File: src/rtl/wdt_pkg.sv
package wdt_pkg;

    localparam int DATA_W  = 32;
    localparam int KEY_W   = 16;
    localparam int KEY_LSB = 16;
    localparam int EN_BIT  = 14;

    localparam logic [KEY_W-1:0] KEY_ARM = 16'hA5C6;
    localparam logic [KEY_W-1:0] KEY_RUN = 16'hDA7E;

    // byte offsets of the register map
    localparam int OFS_CNT_LO = 'h10;
    localparam int OFS_CNT_HI = 'h14;
    localparam int OFS_PRD_LO = 'h18;
    localparam int OFS_PRD_HI = 'h1C;
    localparam int OFS_GCTL   = 'h24;
    localparam int OFS_WDCTL  = 'h28;

    localparam int          GCTL_W    = 4;
    localparam logic [1:0]  MODE_WDOG = 2'd2;

    typedef enum logic [2:0] {
        WD_IDLE  = 3'd0,
        WD_PRE   = 3'd1,
        WD_ACT   = 3'd2,
        WD_SRV   = 3'd3,
        WD_FIRED = 3'd4
    } wd_state_e;

    typedef enum logic [1:0] {
        K_ARM = 2'd0,
        K_RUN = 2'd1,
        K_BAD = 2'd2
    } key_kind_e;

    typedef struct packed {
        logic      stb;
        logic      en;
        key_kind_e kind;
    } key_evt_t;

    function automatic key_kind_e classify(input logic [KEY_W-1:0] key);
        if (key == KEY_ARM)      return K_ARM;
        else if (key == KEY_RUN) return K_RUN;
        else                     return K_BAD;
    endfunction

    function automatic logic watch_mode(input logic [GCTL_W-1:0] g);
        return (g[3:2] == MODE_WDOG) && (g[1:0] == 2'b11);
    endfunction

    function automatic logic is_running(input wd_state_e s);
        return (s == WD_ACT) || (s == WD_SRV);
    endfunction

endpackage

File: src/rtl/wdt_regfile.sv
module wdt_regfile
    import wdt_pkg::*;
#(
    parameter int ADDR_W = 8
) (
    input  logic                  clk,
    input  logic                  rst,
    input  logic                  wr_en,
    input  logic [ADDR_W-1:0]     wr_addr,
    input  logic [DATA_W-1:0]     wr_data,
    input  logic                  lock_i,
    output logic [GCTL_W-1:0]     gctl_o,
    output logic [2*DATA_W-1:0]   period_o,
    output logic                  mode_ok_o,
    output key_evt_t              key_evt_o,
    output logic [1:0]            cnt_wr_o
);

    localparam logic [ADDR_W-1:0] A_GCTL  = ADDR_W'(OFS_GCTL);
    localparam logic [ADDR_W-1:0] A_WDCTL = ADDR_W'(OFS_WDCTL);

    logic [GCTL_W-1:0]          gctl_q;
    logic [1:0][DATA_W-1:0]     period_q;

    always_ff @(posedge clk) begin
        if (rst)
            gctl_q <= '0;
        else if (wr_en && !lock_i && wr_addr == A_GCTL)
            gctl_q <= wr_data[GCTL_W-1:0];
    end

    for (genvar h = 0; h < 2; h++) begin : g_half
        localparam logic [ADDR_W-1:0] A_PRD = ADDR_W'(OFS_PRD_LO + 4*h);
        localparam logic [ADDR_W-1:0] A_CNT = ADDR_W'(OFS_CNT_LO + 4*h);

        always_ff @(posedge clk) begin
            if (rst)
                period_q[h] <= '0;
            else if (wr_en && !lock_i && wr_addr == A_PRD)
                period_q[h] <= wr_data;
        end

        assign cnt_wr_o[h] = wr_en && !lock_i && (wr_addr == A_CNT);
    end

    assign gctl_o    = gctl_q;
    assign period_o  = period_q;
    assign mode_ok_o = watch_mode(gctl_q);

    always_comb begin
        key_evt_o.stb  = wr_en && (wr_addr == A_WDCTL);
        key_evt_o.en   = wr_data[EN_BIT];
        key_evt_o.kind = classify(wr_data[KEY_LSB +: KEY_W]);
    end

    AST_PERIOD_LOCKED: assert property (@(posedge clk) disable iff (rst)
        lock_i |=> $stable(period_q)) else $error("period changed while locked");
    AST_GCTL_LOCKED: assert property (@(posedge clk) disable iff (rst)
        lock_i |=> $stable(gctl_q)) else $error("global control changed while locked");

endmodule

File: src/rtl/wdt_counter.sv
module wdt_counter
    import wdt_pkg::*;
(
    input  logic                  clk,
    input  logic                  rst,
    input  logic                  run_i,
    input  logic                  clr_i,
    input  logic                  hold_i,
    input  logic [1:0]            wr_i,
    input  logic [DATA_W-1:0]     wdata_i,
    input  logic [2*DATA_W-1:0]   period_i,
    output logic [2*DATA_W-1:0]   cnt_o,
    output logic                  expire_o
);

    localparam int CNT_W = 2 * DATA_W;

    logic [CNT_W-1:0] cnt_q;

    assign expire_o = run_i && (cnt_q == period_i);
    assign cnt_o    = cnt_q;

    always_ff @(posedge clk) begin
        if (rst) begin
            cnt_q <= '0;
        end else if (run_i) begin
            if (!hold_i)
                cnt_q <= clr_i ? '0 : cnt_q + CNT_W'(1);
        end else begin
            for (int h = 0; h < 2; h++)
                if (wr_i[h])
                    cnt_q[h*DATA_W +: DATA_W] <= wdata_i;
        end
    end

    AST_CNT_IDLE_HOLDS: assert property (@(posedge clk) disable iff (rst)
        (!run_i && wr_i == 2'b00) |=> $stable(cnt_q)) else $error("counter moved while stopped");
    AST_CLR_ZERO: assert property (@(posedge clk) disable iff (rst)
        (clr_i && !hold_i) |=> cnt_q == '0) else $error("service did not clear counter");

endmodule

File: src/rtl/wdt_key_fsm.sv
module wdt_key_fsm
    import wdt_pkg::*;
(
    input  logic      clk,
    input  logic      rst,
    input  key_evt_t  key_evt_i,
    input  logic      mode_ok_i,
    input  logic      expire_i,
    output wd_state_e state_o,
    output logic      run_o,
    output logic      clr_o,
    output logic      bite_o,
    output logic      timeout_o
);

    wd_state_e state_q, state_d;
    logic      timeout_q;
    logic      bite, clr;

    always_comb begin
        state_d = state_q;
        bite    = 1'b0;
        clr     = 1'b0;
        unique case (state_q)
            WD_IDLE:
                if (key_evt_i.stb && key_evt_i.en && key_evt_i.kind == K_ARM && mode_ok_i)
                    state_d = WD_PRE;
            WD_PRE:
                if (key_evt_i.stb && key_evt_i.en && key_evt_i.kind == K_RUN)
                    state_d = WD_ACT;
            WD_ACT, WD_SRV: begin
                if (expire_i) begin
                    bite = 1'b1;
                end else if (key_evt_i.stb) begin
                    unique case (key_evt_i.kind)
                        K_ARM: state_d = WD_SRV;
                        K_RUN: begin
                            clr     = (state_q == WD_SRV);
                            state_d = WD_ACT;
                        end
                        default: bite = 1'b1;
                    endcase
                end
            end
            WD_FIRED: state_d = WD_FIRED;
            default:  state_d = WD_IDLE;
        endcase
        if (bite)
            state_d = WD_FIRED;
    end

    always_ff @(posedge clk) begin
        if (rst) begin
            state_q   <= WD_IDLE;
            timeout_q <= 1'b0;
        end else begin
            state_q   <= state_d;
            timeout_q <= timeout_q | expire_i;
        end
    end

    assign state_o   = state_q;
    assign run_o     = is_running(state_q);
    assign clr_o     = clr;
    assign bite_o    = bite;
    assign timeout_o = timeout_q;

    AST_NO_SKIP_ARM: assert property (@(posedge clk) disable iff (rst)
        state_q == WD_IDLE |=> (state_q == WD_IDLE || state_q == WD_PRE)) else $error("skipped pre-arm");
    AST_EXPIRE_FIRES: assert property (@(posedge clk) disable iff (rst)
        expire_i |=> (state_q == WD_FIRED && timeout_q)) else $error("expiry not handled");
    AST_TIMEOUT_STICKY: assert property (@(posedge clk) disable iff (rst)
        timeout_q |=> timeout_q) else $error("timeout flag dropped");
    AST_FIRED_TERMINAL: assert property (@(posedge clk) disable iff (rst)
        state_q == WD_FIRED |=> state_q == WD_FIRED) else $error("left fired state");

endmodule

File: src/rtl/wdt_pulse.sv
module wdt_pulse #(
    parameter int PULSE_LEN = 16
) (
    input  logic clk,
    input  logic rst,
    input  logic fire_i,
    output logic pulse_o
);

    localparam int PW = $clog2(PULSE_LEN + 1);

    logic [PW-1:0] left_q;

    always_ff @(posedge clk) begin
        if (rst)
            left_q <= '0;
        else if (fire_i)
            left_q <= PW'(PULSE_LEN);
        else if (left_q != '0)
            left_q <= left_q - PW'(1);
    end

    assign pulse_o = (left_q != '0);

    AST_PULSE_STARTS: assert property (@(posedge clk) disable iff (rst)
        fire_i |=> pulse_o) else $error("no pulse after fire");
    AST_SINGLE_FIRE: assert property (@(posedge clk) disable iff (rst)
        pulse_o |-> !fire_i) else $error("second fire during pulse");

endmodule

File: src/rtl/wdt_keyseq.sv
module wdt_keyseq
    import wdt_pkg::*;
#(
    parameter int ADDR_W    = 8,
    parameter int PULSE_LEN = 16
) (
    input  logic              clk,
    input  logic              rst,
    input  logic              wr_en,
    input  logic [ADDR_W-1:0] wr_addr,
    input  logic [31:0]       wr_data,
    input  logic [ADDR_W-1:0] rd_addr,
    output logic [31:0]       rd_data,
    output logic              sys_rst_o,
    output logic              timeout_o,
    output logic [2:0]        state_o
);

    localparam int CNT_W = 2 * DATA_W;

    wd_state_e          state;
    logic [GCTL_W-1:0]  gctl;
    logic [CNT_W-1:0]   period, cnt;
    logic               mode_ok, run, clr, bite, expire;
    key_evt_t           key_evt;
    logic [1:0]         cnt_wr;

    wdt_regfile #(.ADDR_W(ADDR_W)) u_regs (
        .clk(clk), .rst(rst),
        .wr_en(wr_en), .wr_addr(wr_addr), .wr_data(wr_data),
        .lock_i(state != WD_IDLE),
        .gctl_o(gctl), .period_o(period), .mode_ok_o(mode_ok),
        .key_evt_o(key_evt), .cnt_wr_o(cnt_wr)
    );

    wdt_key_fsm u_fsm (
        .clk(clk), .rst(rst),
        .key_evt_i(key_evt), .mode_ok_i(mode_ok), .expire_i(expire),
        .state_o(state), .run_o(run), .clr_o(clr), .bite_o(bite),
        .timeout_o(timeout_o)
    );

    wdt_counter u_cnt (
        .clk(clk), .rst(rst),
        .run_i(run), .clr_i(clr), .hold_i(bite),
        .wr_i(cnt_wr), .wdata_i(wr_data), .period_i(period),
        .cnt_o(cnt), .expire_o(expire)
    );

    wdt_pulse #(.PULSE_LEN(PULSE_LEN)) u_pulse (
        .clk(clk), .rst(rst), .fire_i(bite), .pulse_o(sys_rst_o)
    );

    assign state_o = state;

    always_comb begin
        rd_data = '0;
        case (rd_addr)
            ADDR_W'(OFS_CNT_LO): rd_data = cnt[DATA_W-1:0];
            ADDR_W'(OFS_CNT_HI): rd_data = cnt[CNT_W-1:DATA_W];
            ADDR_W'(OFS_PRD_LO): rd_data = period[DATA_W-1:0];
            ADDR_W'(OFS_PRD_HI): rd_data = period[CNT_W-1:DATA_W];
            ADDR_W'(OFS_GCTL):   rd_data = {{(32-GCTL_W){1'b0}}, gctl};
            ADDR_W'(OFS_WDCTL): begin
                rd_data[EN_BIT] = (state != WD_IDLE);
                rd_data[2:0]    = state;
            end
            default: rd_data = '0;
        endcase
    end

    AST_ARM_NEEDS_MODE: assert property (@(posedge clk) disable iff (rst)
        (state == WD_IDLE && !mode_ok) |=> state == WD_IDLE) else $error("armed outside watchdog mode");
    AST_RST_NEEDS_CAUSE: assert property (@(posedge clk) disable iff (rst)
        $rose(sys_rst_o) |-> state == WD_FIRED) else $error("pulse without firing");

endmodule

File: config.mk
export PLATFORM = sky130hd
export DESIGN_NAME = wdt_keyseq
export DESIGN_NICKNAME = d
export VERILOG_FILES = /design/src/rtl/wdt_pkg.sv /design/src/rtl/wdt_regfile.sv /design/src/rtl/wdt_counter.sv /design/src/rtl/wdt_key_fsm.sv /design/src/rtl/wdt_pulse.sv /design/src/rtl/wdt_keyseq.sv
export SDC_FILE = /design/constraint.sdc
export NUM_CORES = 1
export LEC_CHECK = 0
export BUFFER_PORTS_ARGS = -buffer_cell sky130_fd_sc_hd__clkbuf_2
export CORE_MARGIN = 2
export CORE_UTILIZATION = 50
export DETAILED_ROUTE_END_ITERATION = 10
export GPL_TIMING_DRIVEN = 1
export PLACE_DENSITY = 0.81
export SYNTH_ARGS = -nofsm -noshare
export SYNTH_HDL_FRONTEND = slang
export SYNTH_HIERARCHICAL = 1
export SYNTH_SLANG_ARGS = --single-unit
File: constraint.sdc
create_clock -name clk -period 3.3 [get_ports clk]
set_input_delay 0.66 -clock clk [delete_from_list [all_inputs] [get_ports clk]]
set_output_delay 0.66 -clock clk [all_outputs]
set_load 0.01 [all_outputs]
==> results of run 1 <==
## kinds of logic after synthesis
family | Yosys count | synth area share, %
and+or+nand+nor | 508 | 28.3
AOI/OAI and AO/OA | 311 | 20.9
DFF | 141 | 30.1
buffers and inverters | 131 | 6.53
muxes | 82 | 9.20
xor gates and xnor gates | 51 | 4.76
adders and majority gates | 2 | 0.267
## what timing repair did
action                     in CTS  in global routing
setup buffers                   0                  6
setup endpoints to repair      34                 45
pin swaps                       3                  8
hold buffers                    0                  0
gates resized for setup        10                 25
## synth_stat cells, drive strengths merged (3+ instances only)
master / number
a32o: 5
buf: 33
nor2b: 19
nand4: 48
o22ai: 14
clkbuf: 67
or4: 11
nor4b: 8
and3: 17
mux4: 3
xnor2: 33
mux2i: 75
o31ai: 8
nor3b: 4
o311ai: 4
a22oi: 36
nor2: 108
nand2b: 4
a221oi: 7
inv: 30
nor3: 31
a21o: 6
and4: 6
a31oi: 15
o21ai: 87
mux2: 4
xor2: 18
a21oi: 93
nor4: 38
o2bb2ai: 7
or3: 9
a32oi: 3
o211ai: 5
dfxtp: 141
nand3: 40
a2bb2oi: 4
nand2: 148
and2: 6
## worst register-to-register path, stage by stage (launching register included)
cell and delay, ns:
dfxtp_4 0.37, xnor2_2 0.16, nand4_1 0.34, nor4_2 0.36
buf_4 0.19, nand4_1 0.11, nor4_2 0.34, buf_4 0.19
a21oi_1 0.06, nor2_2 0.15, nor2b_2 0.10, a21oi_2 0.16
buf_4 0.15, buf_6 0.17, nor3_1 0.07, a31oi_1 0.16
o311ai_0 0.18
## metal layers
layer  up-vias  routed length [microns]  track usage, %
li1       4845                        -               -
met4         0                     2830            23.6
met1      5275                    16200            52.6
met5         -                        0               0
met2       782                    19000            67.7
met3       168                     4460            10.1
## metrics by stage
step / TNS, ns / hold WS (ns) / instance area, sq um / instances
finish: -0.955 / 0.472 / 11700 / 1636
detailed placement: -1.90 / 0.459 / 10900 / 1598
CTS: 0 / 0.473 / 11500 / 1630
global route: -0.585 / 0.495 / 11700 / 1636
floorplan: -0.00186 / 0.446 / 9400 / 1226
global placement: -0.698 / 0.450 / 10900 / 1598
## power by group
| group | internal [W] | switching (W) | leakage [nW] |
|---|---|---|---|
| clock | 0.00128 | 0.000860 | 0.308 |
| combinational | 0.000154 | 0.000212 | 3.15 |
| sequential | 0.00172 | 0.0000223 | 1.14 |
| total | 0.00316 | 0.00109 | 4.60 |
## layout make-up
type / instances / share of cell area, %
clock buffers: 17 / 3.64
inverters: 31 / 0.994
well taps: 234 / 2.50
repair buffers: 244 / 14.8
flip-flops and latches: 141 / 24.2
clock inverters: 15 / 1.81
multi-input cells: 954 / 52.0
## registers in the layout, summed over array words and instances (netlist names)
| signal | cells |
|---|---|
| u_regs/gctl_o | 4 |
| u_fsm/timeout_o | 1 |
| u_cnt/cnt_o | 64 |
| u_regs/period_o | 64 |
| u_pulse/left_q | 5 |
| u_fsm/state_o | 3 |
## worst max path at each step
stage / slack, ns / from / cells after the start / to
finish: -0.11 / u_cnt/cnt_o[17]$_SDFFE_PP0P_ / 16 / u_cnt/cnt_o[52]$_SDFFE_PP0P_
global route: -0.08 / u_cnt/cnt_o[17]$_SDFFE_PP0P_ / 16 / u_cnt/cnt_o[34]$_SDFFE_PP0P_
floorplan: -0.002 / u_fsm/state_o[1]$_SDFFE_PP0P_ / 16 / u_cnt/cnt_o[62]$_SDFFE_PP0P_
CTS: 0.002 / u_regs/period_o[23]$_SDFFE_PP0P_ / 16 / u_cnt/cnt_o[57]$_SDFFE_PP0P_
global placement: -0.13 / u_cnt/cnt_o[17]$_SDFFE_PP0P_ / 14 / u_cnt/cnt_o[41]$_SDFFE_PP0P_
detailed placement: -0.15 / u_cnt/cnt_o[17]$_SDFFE_PP0P_ / 14 / u_cnt/cnt_o[41]$_SDFFE_PP0P_
==> run_results.csv, run 1 <==
group,metric,value,unit
outcome,status,"finished with violations",
outcome,violations,"negative setup slack",
yosys,synth_area_leaders,"dfxtp_1, mux2i_1, nand2_1",
pwr,cellPowerDensity,363,nW/um^2
yosys,yosysTopAreaCell,"dfxtp_1",
worst_setup_path,critPathCaptureType,"register",
worst_hold_path,min_to,"u_fsm/timeout_o$_SDFF_PP0_",
floorplan,core_area,18600,sq um
cts,cts_tree,"done",
worst_hold_path,hold_path.class,"reg -> reg",
worst_setup_path,ff2ff_path_depth,16,
final_layout,syn_to_final_growth,24.7,%
run,max-cap-violations,0,
worst_setup_path,cp_num_buf_inv,4,
drt,final_antenna_net_count,0,
timing,setup_viol_count_final,19,
drt,drc,0,
timing,timing_worst_slew_pin_value,0.854,ns
drt,vias,11070,
timing,rsz0062_at_grt,"yes",
drt,vias_per_cell,6.77,
yosys,synth_edf_count,0,
floorplan,ioPinCount,88,
timing,finClkSkew,0.0115,ns
drt,drt_iter0_drc,1460,
global_routing,antenna_found_initial,0,
drt,wl_per_cell,26.0,microns
yosys,netlist_area,9390,sq um
cts,h-tree-depth,4,
floorplan,rows,50,
cts,clk_latency,0.44,ns
drt,totalWireLength,42500,microns
pwr,power.leakage,4.60,nW
yosys,synth_top_area_share,30.1,%
timing,finalMaxSlewViolations,0,
timing,hold_viol_final,0,
worst_setup_path,worstPathCellList,"xnor2_2 -> nand4_1 -> nor4_2 -> buf_4 -> nand4_1 -> nor4_2 -> buf_4 -> a21oi_1 -> nor2_2 -> nor2b_2 -> a21oi_2 -> buf_4 -> buf_6 -> nor3_1 -> a31oi_1 -> o311ai_0",
global_routing,track_usage,42.4,%
pwr,ir_worst_vdd,0.386,mV
timing,post-route-period-util,103,%
yosys,ys_warn_count,6,
final_layout,layout.nets,1442,
worst_setup_path,critPathMaxStageDelay,0.37,ns
worst_setup_path,cpMostUsedCell,"buf_4",
worst_hold_path,whs_path_depth,2,
worst_setup_path,cp_max_fo,12,
yosys,synth_cell_type_count,80,
final_layout,nFillCells,1639,
worst_setup_path,crit_type,"reg -> reg",
global_routing,overflow,0,
yosys,postSynthCellCount,1226,
worst_setup_path,cp.required,3.58,ns
placed_design,place_congestion,1.06,
cts,cts_buffers,17,
worst_setup_path,r2r_start,"u_cnt/cnt_o[17]$_SDFFE_PP0P_",
floorplan,die_w,141,microns
cts,clk_pin_slew_worst_paths,0.07,ns
yosys,synth.avg_cell_area,7.66,sq um
worst_setup_path,worstReg2RegEnd,"u_cnt/cnt_o[52]$_SDFFE_PP0P_",
final_layout,drive_gt1_share,24.4,%
cts,clockRootBuffer,"clkbuf_16",
worst_setup_path,start_kind,"register",
yosys,synth_nets,1279,
worst_setup_path,cp.arrival,3.69,ns
cts,cts.path.max_buffers,2,
cts,cts.sinks,141,
worst_setup_path,cpLargestDelayFamily,"simple AND/OR/NAND/NOR gates",
final_layout,layout_common_cells,"nand2_1, buf_4, dfxtp_1, nor2_1, clkbuf_2",
yosys,ys_ff_latch,141,
timing,max_freq,294,MHz
timing,slew_headroom,42.6,%
timing,period_minus_slack,3.41,ns
placed_design,place_ws,-0.153,ns
final_layout,multi_input_comb_area,6090,sq um
yosys,synth_ff_type,"dfxtp_1",
yosys,yosysSeqAreaShare,30.1,%
placed_design,io_buffers,87,
global_routing,grt_max_degree,51,
global_routing,grt_pass1_vias,10453,
final_layout,area.sequential,2840,sq um
pwr,power,0.00425,W
timing,worst_slack,-0.105,ns
floorplan,initial_utilization,50.5,%
placed_design,dpl.hpwl,32400,microns
drt,drt_first_pass_iters,9,
final_layout,final_util,63.0,%
worst_setup_path,ff2ff_setup_slack,-0.11,ns
worst_hold_path,worstHoldStart,"u_fsm/timeout_o$_SDFF_PP0_",
floorplan,dieArea,19900,sq um
final_layout,antenna-diode-count,0,
worst_setup_path,slowest_stage,"dfxtp_4",
yosys,async_reset_ff_share,0,%
global_routing,grt_pass1_wl,63500,microns
floorplan,dieHeight,141,microns
No activity file was read; power rests on OpenSTA's default activity.
==> run 2, diff against run 1 <==
CTS_CLUSTER_DIAMETER = 120   (was not set)
clock period = 2.9 ns   (was 3.3 ns; I/O delays follow)
==> run_results.csv, run 2 (synthesis gave the netlist of run 1 again) <==
group,metric,value,unit
global_routing,grt_max_degree,70,
placed_design,place_congestion,1.03,
final_layout,stdcell_area,13500,sq um
pwr,cellPowerDensity,361,nW/um^2
cts,holdBufCountCts,0,
worst_hold_path,hold_path.class,"in -> reg",
run,max-cap-violations,0,
placed_design,io_buffers,87,
timing,post-route-period-util,113,%
cts,clk_pin_slew_worst_paths,0.07,ns
pwr,power.leakage,5.41,nW
timing,finClkSkew,0.0160,ns
timing,hold_viol_final,0,
worst_setup_path,r2r_start,"u_regs/period_o[16]$_SDFFE_PP0P_",
placed_design,dpl.hpwl,32300,microns
final_layout,nFillCells,1484,
floorplan,dieHeight,141,microns
drt,totalWireLength,45500,microns
final_layout,layout.nets,1561,
worst_setup_path,ff2ff_path_depth,16,
drt,vias_per_cell,6.79,
cts,cts_tree,"done",
worst_setup_path,worstReg2RegEnd,"u_cnt/cnt_o[45]$_SDFFE_PP0P_",
final_layout,antenna-diode-count,0,
floorplan,rows,50,
final_layout,syn_to_final_growth,43.4,%
pwr,ir_worst_vdd,0.498,mV
final_layout,final_common_cell,"buf_4",
timing,worst_slack,-0.366,ns
timing,timing_worst_slew_pin_value,0.563,ns
worst_setup_path,crit_type,"reg -> reg",
final_layout,drive_gt1_share,35.4,%
worst_setup_path,critPathCaptureType,"register",
timing,period_minus_slack,3.27,ns
outcome,violations,"design-rule violations, negative setup slack",
worst_hold_path,min_to,"u_regs/period_o[46]$_SDFFE_PP0P_",
final_layout,multi_input_comb_area,6660,sq um
drt,drt_iter0_drc,1952,
worst_hold_path,whs_path_depth,3,
drt,drt_first_pass_iters,9,
global_routing,overflow,0,
timing,setup_viol_count_final,64,
worst_setup_path,start_kind,"register",
floorplan,core_area,18600,sq um
cts,cts.sinks,141,
worst_setup_path,cp_max_fo,6,
floorplan,initial_utilization,50.5,%
global_routing,antenna_found_initial,0,
floorplan,ioPinCount,88,
outcome,status,"finished with violations",
global_routing,track_usage,43.9,%
cts,cts_buffers,17,
worst_setup_path,ff2ff_setup_slack,-0.37,ns
timing,setup-tns-final,-13.47,ns
cts,clockRootBuffer,"clkbuf_16",
drt,wl_per_cell,25.9,microns
final_layout,layout_common_cells,"buf_4, nand2_1, dfxtp_1, nor2_1, clkbuf_2",
floorplan,die_w,141,microns
global_routing,grt_pass1_vias,11139,
timing,max_freq,306,MHz
worst_setup_path,cp.required,3.21,ns
floorplan,dieArea,19900,sq um
drt,drc,1,
cts,h-tree-depth,4,
worst_setup_path,cp.arrival,3.58,ns
timing,slew_headroom,62.2,%
cts,clk_latency,0.45,ns
drt,vias,11916,
worst_hold_path,worstHoldStart,"wr_data[14]",
drt,final_antenna_net_count,0,
final_layout,area.sequential,2830,sq um
timing,finalMaxSlewViolations,0,
cts,cts.path.max_buffers,2,
placed_design,dpl_cell_area,11500,sq um
global_routing,grt_pass1_wl,65700,microns
timing,rsz0062_at_grt,"yes",
-- run 2: metrics by stage --
step / util [%] / total power [W] / hold WS, ns / cells / setup WS (ns)
4_1_cts: 68.9 / 0.00484 / 0.393 / 1738 / -0.249
6_report: 72.4 / 0.00486 / 0.395 / 1755 / -0.366
2_1_floorplan: - / 0.00228 / 0.446 / 1226 / -0.0950
5_1_grt: 72.4 / 0.00498 / 0.405 / 1755 / -0.332
3_3_place_gp: 62.0 / 0.00245 / 0.460 / 1681 / -0.615
3_5_place_dp: 62.0 / 0.00247 / 0.467 / 1681 / -0.593
-- run 2: worst max-delay path by stage --
stage | startpoint | to | slack (ns) | depth (start not counted)
floorplan | u_cnt/cnt_o[16]$_SDFFE_PP0P_ | u_cnt/cnt_o[62]$_SDFFE_PP0P_ | -0.09 | 16
global placement | wr_data[24] | u_cnt/cnt_o[62]$_SDFFE_PP0P_ | -0.62 | 12
detailed placement | wr_data[24] | u_cnt/cnt_o[62]$_SDFFE_PP0P_ | -0.59 | 12
CTS | u_regs/period_o[16]$_SDFFE_PP0P_ | u_cnt/cnt_o[62]$_SDFFE_PP0P_ | -0.25 | 15
global route | u_regs/period_o[16]$_SDFFE_PP0P_ | u_cnt/cnt_o[45]$_SDFFE_PP0P_ | -0.33 | 14
finish | u_regs/period_o[16]$_SDFFE_PP0P_ | u_cnt/cnt_o[45]$_SDFFE_PP0P_ | -0.37 | 16
-- run 2: area by class of cell --
type / instances / area share [%]
tap: 234 / 2.18
inverter: 31 / 0.865
clock inverter: 15 / 1.47
sequential: 141 / 21.0
multi-input combinational: 954 / 49.5
clock buffer: 17 / 3.16
timing repair buffer: 363 / 21.8
-- run 2: routing by layer --
layer	wire length, microns	up-vias	part of all wire, %	GRT usage (%)
met4	3820	0	8.4	30.3
li1	-	5079	-	-
met3	5160	300	11	10.9
met1	16700	5607	37	52.3
met2	19900	930	44	69.6
met5	0	-	0	0
-- run 2: critical path, cell delays in order, from the launching register on --
cell       delay (ns)
dfxtp_2          0.33
xor2_2           0.19
a221oi_2         0.26
o2111ai_2        0.19
nor3_2           0.24
nand4_1          0.18
nor4_2           0.36
buf_4            0.21
a21oi_4          0.05
nor2_4           0.13
nor2b_4          0.08
a21oi_4          0.24
buf_6            0.18
buf_8            0.15
nor2_1           0.05
a21oi_1          0.17
a31oi_1          0.12
-- run 2: report_power, final --
group | internal [W] | switching [W]
clock | 0.00139 | 0.00102
combinational | 0.000201 | 0.000262
sequential | 0.00196 | 0.0000247
-- run 2: what timing repair did --
item,4_1_cts,5_1_grt
hold endpoints to repair,0,0
endpoints found under the setup margin,64,64
gates resized for setup,99,127
cloned,5,3
pin swaps,54,65
buffers inserted,20,20
==> run 3, diff against run 2 <==
CTS_BUF_LIST = sky130_fd_sc_hd__clkbuf_8   (was not set)
==> run_results.csv, run 3 (synthesis gave the netlist of run 1 again) <==
group,metric,value,unit
global_routing,grt_pass1_wl,65500,microns
drt,drt_iter0_drc,1823,
placed_design,place_congestion,1.03,
floorplan,rows,50,
cts,cts_tree,"done",
drt,drt_first_pass_iters,8,
timing,post-route-period-util,111,%
cts,clockRootBuffer,"clkbuf_8",
timing,slew_headroom,47.0,%
worst_setup_path,cp_max_fo,4,
placed_design,placed_cells,1681,
timing,worst_slack,-0.322,ns
worst_setup_path,critPathCaptureType,"register",
worst_setup_path,cp.required,3.29,ns
pwr,p_clk_share,42.9,%
drt,met3_length,5580,microns
global_routing,antenna_found_initial,0,
final_layout,nFillCells,1487,
worst_setup_path,ff2ff_path_depth,14,
cts,clk_latency,0.48,ns
drt,totalWireLength,45900,microns
drt,top_layer,"met4",
global_routing,grt_max_degree,70,
final_layout,syn_to_final_growth,41.8,%
drt,wl_met1,16600,microns
floorplan,ioPinCount,88,
timing,timing_worst_slew_pin_value,0.788,ns
cts,cts.sinks,141,
floorplan,die_w,141,microns
worst_setup_path,ff2ff_setup_slack,-0.32,ns
pwr,switching_share,28.9,%
pwr,power.leakage,5.36,nW
global_routing,grt_pass1_vias,11175,
drt,route.met2.wl,19900,microns
worst_setup_path,r2r_start,"u_cnt/cnt_o[17]$_SDFFE_PP0P_",
floorplan,initial_utilization,50.5,%
worst_setup_path,cp.arrival,3.62,ns
drt,wl_per_cell,26.1,microns
global_routing,track_usage,43.6,%
worst_setup_path,critPathMaxStageDelay,0.40,ns
pwr,power,0.00429,W
outcome,status,"finished with violations",
worst_setup_path,cpMostUsedCell,"buf_4",
placed_design,dpl.hpwl,32300,microns
final_layout,instances_no_fill,1759,
pwr,cellPowerDensity,322,nW/um^2
drt,drc,0,
pwr,internal_power,0.00305,W
pwr,pwr-share-seq,46.3,%
drt,vias,11938,
floorplan,core_area,18600,sq um
worst_setup_path,start_kind,"register",
outcome,violations,"negative setup slack",
worst_setup_path,worstPathCellList,"xnor2_2 -> nand4_1 -> nor4_2 -> buf_4 -> nand4_1 -> nor4_2 -> buf_4 -> nor4_4 -> buf_4 -> nor2_4 -> nand4_1 -> buf_4 -> or4_1 -> a31oi_1",
floorplan,dieArea,19900,sq um
timing,rsz0062_at_grt,"yes",
worst_setup_path,crit_type,"reg -> reg",
cts,cts.path.max_buffers,2,
drt,vias_per_cell,6.79,
worst_setup_path,slowest_stage,"or4_1",
cts,clk_pin_slew_worst_paths,0.09,ns
cts,cts_buffers,17,
timing,period_minus_slack,3.22,ns
pwr,p_switching,0.00124,W
cts,h-tree-depth,4,
timing,hold_viol_final,0,
final_layout,final_common_cell,"buf_4",
final_layout,drive_gt1_share,36.4,%
final_layout,layout_common_cells,"buf_4, nand2_1, dfxtp_1, nor2_1, clkbuf_2",
drt,final_antenna_net_count,0,
timing,finClkSkew,0.0155,ns
final_layout,antenna-diode-count,0,
placed_design,io_buffers,87,
run,max-cap-violations,0,
timing,finalMaxSlewViolations,0,
worst_setup_path,startpoint,"u_cnt/cnt_o[17]$_SDFFE_PP0P_",
pwr,combPwrFrac,10.7,%
pwr,ir_worst_vdd,0.498,mV
floorplan,dieHeight,141,microns
worst_hold_path,hold_path.class,"in -> reg",
final_layout,layout.nets,1565,
global_routing,overflow,0,
worst_setup_path,worstReg2RegEnd,"u_cnt/cnt_o[45]$_SDFFE_PP0P_",
cts,holdBufCountCts,0,
timing,max_freq,310,MHz
worst_setup_path,endpoint,"u_cnt/cnt_o[45]$_SDFFE_PP0P_",
timing,setup_viol_count_final,64,
timing,hold-worst-slack,0.355,ns
-- run 3: changes by cell type in the layout (fill, tap and decap cells not counted), sizes merged --
cell	change
buf	+2
bufbuf	+1
clkbuf	+1
-- run 3: how the worst min path moves through the flow --
stage / endpoint / slack (ns) / cells past startpoint / from
2_1_floorplan: u_regs/period_o[35]$_SDFFE_PP0P_ / 0.45 / 2 / u_regs/period_o[35]$_SDFFE_PP0P_
3_3_place_gp: u_regs/period_o[48]$_SDFFE_PP0P_ / 0.46 / 2 / u_regs/period_o[48]$_SDFFE_PP0P_
3_5_place_dp: u_regs/period_o[41]$_SDFFE_PP0P_ / 0.47 / 2 / u_regs/period_o[41]$_SDFFE_PP0P_
4_1_cts: u_regs/period_o[46]$_SDFFE_PP0P_ / 0.35 / 3 / wr_data[14]
5_1_grt: u_regs/period_o[40]$_SDFFE_PP0P_ / 0.35 / 3 / wr_data[8]
6_report: u_regs/period_o[38]$_SDFFE_PP0P_ / 0.36 / 3 / wr_data[6]
-- run 3: power groups by stage --
stage	clock, W	combinational (W)	sequential [W]
final	0.00184	0.000460	0.00199
after global routing	0.00192	0.000492	0.00199
after detailed placement	0	0.000436	0.00203
after global placement	0	0.000423	0.00203
after floorplan	0	0.000254	0.00203
after CTS	0.00184	0.000444	0.00199
-- run 3: layout make-up --
type,count,area [sq um],share of cell area [%]
Multi-Input combinational cell,954,6650,50.0
Clock buffer,17,234,1.76
Sequential cell,141,2840,21.3
Timing Repair Buffer,367,2980,22.4
Clock inverter,15,198,1.49
Inverter,31,116,0.874
Tap cell,234,293,2.20
-- run 3: stage by stage --
stage	area, sq um	util (%)	worst slack [ns]	setup TNS (ns)
global placement	11500	62.0	-0.615	-29.54
floorplan	9460	-	-0.0950	-0.191
finish	13300	71.6	-0.322	-9.84
CTS	12700	68.4	-0.246	-9.88
global route	13300	71.6	-0.388	-13.39
detailed placement	11500	62.0	-0.593	-28.19
-- run 3: routing by layer --
metal / track usage, % / vias up
li1: - / 5081
met1: 52.4 / 5561
met2: 69.8 / 1000
met3: 10.1 / 296
met4: 29.3 / 0
met5: 0 / -
-- run 3: critical path, delay by kind of cell, from the launching register on --
kind	cells	cell delay (ns)
and+or+nand+nor	8	1.69
buffers and inverters	4	0.70
DFF	1	0.36
xor gates and xnor gates	1	0.23
AOI/OAI and AO/OA	1	0.16
-- run 3: timing repair --
| action | CTS | global route |
|---|---|---|
| resized for setup | 119 | 105 |
| buffers inserted | 22 | 18 |
| setup endpoints to repair | 64 | 64 |
| cloned | 6 | 4 |
| pin swaps | 52 | 53 |
